## config.mk

```make
export PLATFORM = sky130hd
export DESIGN_NAME = pci_grant_arbiter
export DESIGN_NICKNAME = d
export VERILOG_FILES = /design/src/rtl/pci_arb_pkg.sv /design/src/rtl/rr_picker.sv /design/src/rtl/offer_timer.sv /design/src/rtl/pci_grant_arbiter.sv
export SDC_FILE = /design/constraint.sdc
export NUM_CORES = 1
export LEC_CHECK = 0
export BUFFER_PORTS_ARGS = -buffer_cell sky130_fd_sc_hd__buf_2
export CAP_MARGIN = 20
export CORE_MARGIN = 5
export CORE_UTILIZATION = 52
export DETAILED_ROUTE_END_ITERATION = 8
export GPL_TIMING_DRIVEN = 0
export PLACE_DENSITY = 0.76
export SYNTH_ARGS = -nofsm -noshare
export SYNTH_HDL_FRONTEND = slang
export SYNTH_HIERARCHICAL = 1
export SYNTH_SLANG_ARGS = --single-unit
```

## constraint.sdc

```tcl
create_clock -name clk -period 1.7 [get_ports clk]
set_clock_uncertainty 0.1 [all_clocks]
set_input_delay 0.255 -clock clk [delete_from_list [all_inputs] [get_ports clk]]
set_output_delay 0.255 -clock clk [all_outputs]
set_load 0.005 [all_outputs]
```

## src/rtl/pci_arb_pkg.sv

```systemverilog
package pci_arb_pkg;

   // Arbiter phases
   typedef enum logic [1:0] {
      ARB_GAP  = 2'd0,  // no grant driven, waiting for an idle bus
      ARB_OFFER = 2'd1, // grant given, waiting for FRAME#
      ARB_BUSY = 2'd2,  // transaction in progress
      ARB_PARK = 2'd3   // parked on the internal default master
   } arb_state_e;

endpackage

```

## src/rtl/rr_picker.sv

```systemverilog
module rr_picker #(
   parameter int N_REQ = 4,
   localparam int IW   = $clog2(N_REQ)
) (
   input  logic [N_REQ-1:0] req,
   input  logic [IW-1:0]    last,
   output logic             any,
   output logic [IW-1:0]    pick
);

   // Search starts one past the last winner and wraps around.
   always_comb begin
      any  = 1'b0;
      pick = last;
      for (int k = 1; k <= N_REQ; k++) begin
         if (!any && req[(int'(last) + k) % N_REQ]) begin
            any  = 1'b1;
            pick = IW'((int'(last) + k) % N_REQ);
         end
      end
   end


   always_comb begin
      pick_valid_chk : assert (!any || req[pick]);
   end

endmodule

```

## src/rtl/offer_timer.sv

```systemverilog
module offer_timer #(
   parameter int LIMIT = 16,
   localparam int CW   = $clog2(LIMIT + 1)
) (
   input  logic clk,
   input  logic rst_n,
   input  logic run,
   output logic expired
);

   logic [CW-1:0] cnt;

   assign expired = (cnt == CW'(LIMIT - 1));

   always_ff @(posedge clk) begin
      if (!rst_n)        cnt <= '0;
      else if (!run)     cnt <= '0;
      else if (!expired) cnt <= cnt + 1'b1;
   end

endmodule

```

## src/rtl/pci_grant_arbiter.sv

```systemverilog
module pci_grant_arbiter
   import pci_arb_pkg::*;
#(
   parameter int                   N_MASTERS     = 4,
   parameter logic [N_MASTERS-1:0] INTERNAL_MASK = 4'b0011,
   parameter int                   PARK_IDX      = 0,
   parameter int                   GRANT_TIMEOUT = 16,
   localparam int                  IW            = $clog2(N_MASTERS)
) (
   input  logic                 clk,
   input  logic                 rst_n,
   input  logic [N_MASTERS-1:0] req_n,
   input  logic                 frame_n,
   input  logic                 irdy_n,
   input  logic                 stop_n,
   output logic [N_MASTERS-1:0] gnt_n,
   output logic                 park_drive_en
);

   // Elaboration-time parameter checks
   if (N_MASTERS < 2) begin : g_bad_count
      $error("pci_grant_arbiter: N_MASTERS must be at least 2");
   end
   if (PARK_IDX < 0 || PARK_IDX >= N_MASTERS) begin : g_bad_park
      $error("pci_grant_arbiter: PARK_IDX out of range");
   end else if (!INTERNAL_MASK[PARK_IDX]) begin : g_park_ext
      $error("pci_grant_arbiter: parking master must be internal");
   end
   if (GRANT_TIMEOUT < 2) begin : g_bad_tmo
      $error("pci_grant_arbiter: GRANT_TIMEOUT must be at least 2");
   end

   localparam logic [IW-1:0]        PARK_ID  = IW'(PARK_IDX);
   localparam logic [N_MASTERS-1:0] PARK_BIT = N_MASTERS'(1) << PARK_IDX;

   arb_state_e           state;
   logic [IW-1:0]        owner;
   logic [IW-1:0]        last_win;
   logic [N_MASTERS-1:0] req;
   logic [N_MASTERS-1:0] gnt_vec;
   logic                 bus_idle;
   logic                 pick_any;
   logic [IW-1:0]        pick_idx;
   logic                 tmo_expired;

   assign req      = ~req_n;
   assign bus_idle = frame_n && irdy_n;

   rr_picker #(.N_REQ(N_MASTERS)) u_pick (
      .req  (req),
      .last (last_win),
      .any  (pick_any),
      .pick (pick_idx)
   );

   offer_timer #(.LIMIT(GRANT_TIMEOUT)) u_tmo (
      .clk     (clk),
      .rst_n   (rst_n),
      .run     (state == ARB_OFFER),
      .expired (tmo_expired)
   );

   always_ff @(posedge clk) begin
      if (!rst_n) begin
         state    <= ARB_GAP;
         owner    <= PARK_ID;
         last_win <= IW'(N_MASTERS - 1);
      end else begin
         unique case (state)
            ARB_GAP: begin
               if (bus_idle) begin
                  if (pick_any) begin
                     owner    <= pick_idx;
                     last_win <= pick_idx;
                     state    <= ARB_OFFER;
                  end else begin
                     owner <= PARK_ID;
                     state <= ARB_PARK;
                  end
               end
            end
            ARB_OFFER: begin
               if (!frame_n)                        state <= ARB_BUSY;
               else if (!req[owner] || tmo_expired) state <= ARB_GAP;
            end
            ARB_BUSY: begin
               if (!stop_n || bus_idle) state <= ARB_GAP;
            end
            ARB_PARK: begin
               if (!frame_n)                   state <= ARB_BUSY;
               else if (|(req & ~PARK_BIT))    state <= ARB_GAP;
            end
            default: state <= ARB_GAP;
         endcase
      end
   end

   // One grant line per master, decoded from the owner index
   for (genvar i = 0; i < N_MASTERS; i++) begin : g_gnt
      assign gnt_vec[i] = (state != ARB_GAP) && (owner == IW'(i));
   end

   assign gnt_n         = ~gnt_vec;
   assign park_drive_en = (state == ARB_PARK);


   one_grant_chk : assert property (@(posedge clk) disable iff (!rst_n)
      $onehot0(gnt_vec));


   gap_between_chk : assert property (@(posedge clk) disable iff (!rst_n)
      (gnt_vec != '0) |=> (gnt_vec == '0) || (gnt_vec == $past(gnt_vec)));


   grant_on_idle_chk : assert property (@(posedge clk) disable iff (!rst_n)
      $rose(|gnt_vec) |-> $past(frame_n && irdy_n));


   park_drive_chk : assert property (@(posedge clk) disable iff (!rst_n)
      park_drive_en |-> (gnt_vec == PARK_BIT));


   retry_drop_chk : assert property (@(posedge clk) disable iff (!rst_n)
      (state == ARB_BUSY && !stop_n) |=> (gnt_vec == '0));


   start_timeout_chk : assert property (@(posedge clk) disable iff (!rst_n)
      (state == ARB_OFFER && tmo_expired && frame_n) |=> (gnt_vec == '0));

endmodule

```

==> reports/results.tsv <==
metric	value	unit
die_x	47.36	µm
antenna_found_initial	0	
placed_cell_area	809.5	µm²
boundaryPins	14	
area_growth_syn_to_layout	19.31	%
synthDistinctLibCells	36	
clockRootBuffer	clkbuf_4	
dp.cells	122	
dp_hpwl	1.314	mm
irDropWorstVdd	0.5408	mV
powerDensity	724.5	nW/µm²
rows	13	
critical_path_buf_inv_count	0	
avgRoutedWirePerCell	13.16	µm
drc	0	
synth_seq_cells	11	
grt_overflow_total	0	
start_util	0.5508	
sw_frac_of_total	0.2947	
die_y	47.36	µm
tightest_slew	0.2813	ns
crit_type	reg2reg	
grt_pass1_wl	2.891	mm
synthesis.nets	106	
cts_tree	built	
maxSlewViolCount	0	
fmax	597.7	MHz
cp.required	1.76	ns
hold_path.class	in2reg	
track_usage	0.1836	
rsz0062_at_grt	true	
insertedDiodeCount	0	
cts.sinks	11	
startpoint_type	flop	
insertion_delay	0.27	ns
period_needed	1.673	ns
drive_above_1_share	0.2920	
grt_pass1_vias	662	
critPathMaxStageDelay	0.36	ns
core_region_area	1318	µm²
p_clk_frac	0.277	
combPwrFrac	0.260	
slowest_stage	dfxtp_2	
cts_buffers	3	
h-tree-depth	1	
finalInstanceArea	865.8	µm²
synthCells	94	
met3_length	74	µm
setup_viol	0	
port_buffers	13	
fill_cells	133	
layout_commonest_cell	buf_2	
seq_power_share	0.463	
p_leak	0.3918	nW
ant_nets	0	
final_cell_count_no_fill	128	
wl_met1	750	µm
die-area	2243	µm²
viasPerCell	5.547	
drtIter0Drc	18	
cpLargestDelayFamily	compound AO/OA/AOI/OAI gates	
synth_area_per_cell	7.720	µm²
routed.top_layer	met4	
cp_max_fo	3	
max_slew_margin	0.8120	
fin_nets	126	
ys_warn_count	6	
vias	710	
p_int	0.4424	mW
dr.pass1.iters	4	
clock_path_buffers	2	
synth-seq-area-share	0.3034	
end_kind	flop	
synth_area	725.7	µm²
most-common-layout-cells	buf_2 (14), nand2_1 (12), nor2_1 (11)	
fin_crit_sh	0.9842	
gp_congestion	0.8476	
hold_viol_final	0	
cts.reportedPaths.clkPinSlew	0.07	ns
status	finished clean	
routed_wl	1.684	mm
grt_start_max_net_pins	10	
crit_chain	ha_1 -> and3_1 -> ha_1 -> nor2_1 -> o2111ai_2 -> nor2_1 -> o311a_1	
p_switching	0.1849	mW
wl_met2	838	µm
maxCapViolCount	0	
critPathArrivalTime	1.73	ns
cell type report:
cell class	instances	area [µm²]	area share
inverters	8	30.03	0.03468
flip-flops and latches	11	225.2	0.2601
clock buffers	4	26.28	0.03035
plain buffers	2	16.27	0.01879
repair buffers	16	87.58	0.1012
multi-input cells	72	461.7	0.5332
well taps	15	18.77	0.02168
sequential cells by signal, indices dropped and copies added (netlist names):
signal and flops:
state 2, owner 2, last_win 2, u_tmo/cnt 5
what timing repair did:
item	in CTS	in global routing
setup buffers	2	1
resized for setup	3	5
pin swaps	0	1
hold buffers	0	0
setup endpoints to repair	1	3
logic make-up (layout without fill, tap and decap cells):
family                   after synthesis  after routing  synth area share
AND/OR/NAND/NOR                       46             46            0.3328
AO/OA/AOI/OAI                         18             18            0.1776
flip-flops                            11             11            0.3034
buffers and inverters                 11             30           0.07069
adder cells (fa/ha/maj)                3              3           0.05173
XOR/XNOR                               3              3           0.03621
multiplexers                           2              2           0.02759
path summary, 6_finish.rpt:
path                              from                         to  slack, ns  cells past startpoint
min reg2reg  u_tmo/cnt[4]$_SDFFE_PN0P_  u_tmo/cnt[4]$_SDFFE_PN0P_       0.41                      2
min                              rst_n   last_win[0]$_SDFFE_PN1P_       0.12                      2
max          u_tmo/cnt[0]$_SDFFE_PN0P_      state[0]$_SDFFE_PN0P_       0.03                      7
max reg2reg  u_tmo/cnt[0]$_SDFFE_PN0P_      state[0]$_SDFFE_PN0P_       0.03                      7
routing by layer:
layer	up-vias	track usage
met5	-	0
met2	11	0.3048
li1	361	-
met1	334	0.2136
met3	4	0.06513
met4	0	0.07182
cell usage after synthesis, drive strengths merged:
| cell | number | area [µm²] |
|---|---|---|
| nand2 | 13 | 51.30 |
| nor2 | 12 | 47.55 |
| dfxtp | 11 | 220.2 |
| inv | 8 | 30.03 |
| a21oi | 6 | 30.03 |
| buf | 3 | 21.27 |
| ha | 3 | 37.54 |
| nand3 | 3 | 15.01 |
| nor2b | 3 | 18.77 |
| a21boi | 2 | 18.77 |
| mux2i | 2 | 20.02 |
| nand2b | 2 | 12.51 |
| nand4 | 2 | 12.51 |
| nor3 | 2 | 10.01 |
| o211ai | 2 | 15.01 |
| o21ai | 2 | 10.01 |
| or2b | 2 | 15.01 |
| xor2 | 2 | 17.52 |
| a221o | 1 | 10.01 |
| a31oi | 1 | 6.260 |
| and2 | 1 | 6.260 |
| and3 | 1 | 6.260 |
| nand4b | 1 | 8.760 |
| nor4b | 1 | 15.01 |
| o2111ai | 1 | 15.01 |
| o21a | 1 | 7.510 |
| o22ai | 1 | 6.260 |
| o311a | 1 | 10.01 |
| or3 | 1 | 6.260 |
| or3b | 1 | 8.760 |
| or4 | 1 | 7.510 |
| xnor2 | 1 | 8.760 |
power groups by stage:
stage,clock (mW),sequential [mW],combinational (mW)
final,0.174,0.290,0.163
after global routing,0.200,0.293,0.185
after CTS,0.182,0.289,0.164
after detailed placement,0,0.294,0.152
after global placement,0,0.293,0.143
after floorplan,0,0.289,0.109
worst reg2reg max path, stage by stage, from the launching register on:
cell       delay, ns
dfxtp_2         0.36
ha_1            0.17
and3_1          0.20
ha_1            0.20
nor2_1          0.06
o2111ai_2       0.07
nor2_1          0.06
o311a_1         0.34
stage by stage:
step                hold WS (ns)  worst slack, ns    util  power (mW)  TNS [ns]
global placement          0.3762          0.06781  0.6144      0.4354         0
detailed placement        0.3870          0.03592  0.6144      0.4457         0
global route              0.1328         -0.03978  0.6572      0.6776  -0.05212
CTS                       0.1193         0.005893  0.6515      0.6354         0
floorplan                 0.2268           0.1765       -      0.3979         0
finish                    0.1211          0.02692  0.6572      0.6273         0
No activity file was read; power rests on OpenSTA's default activity.
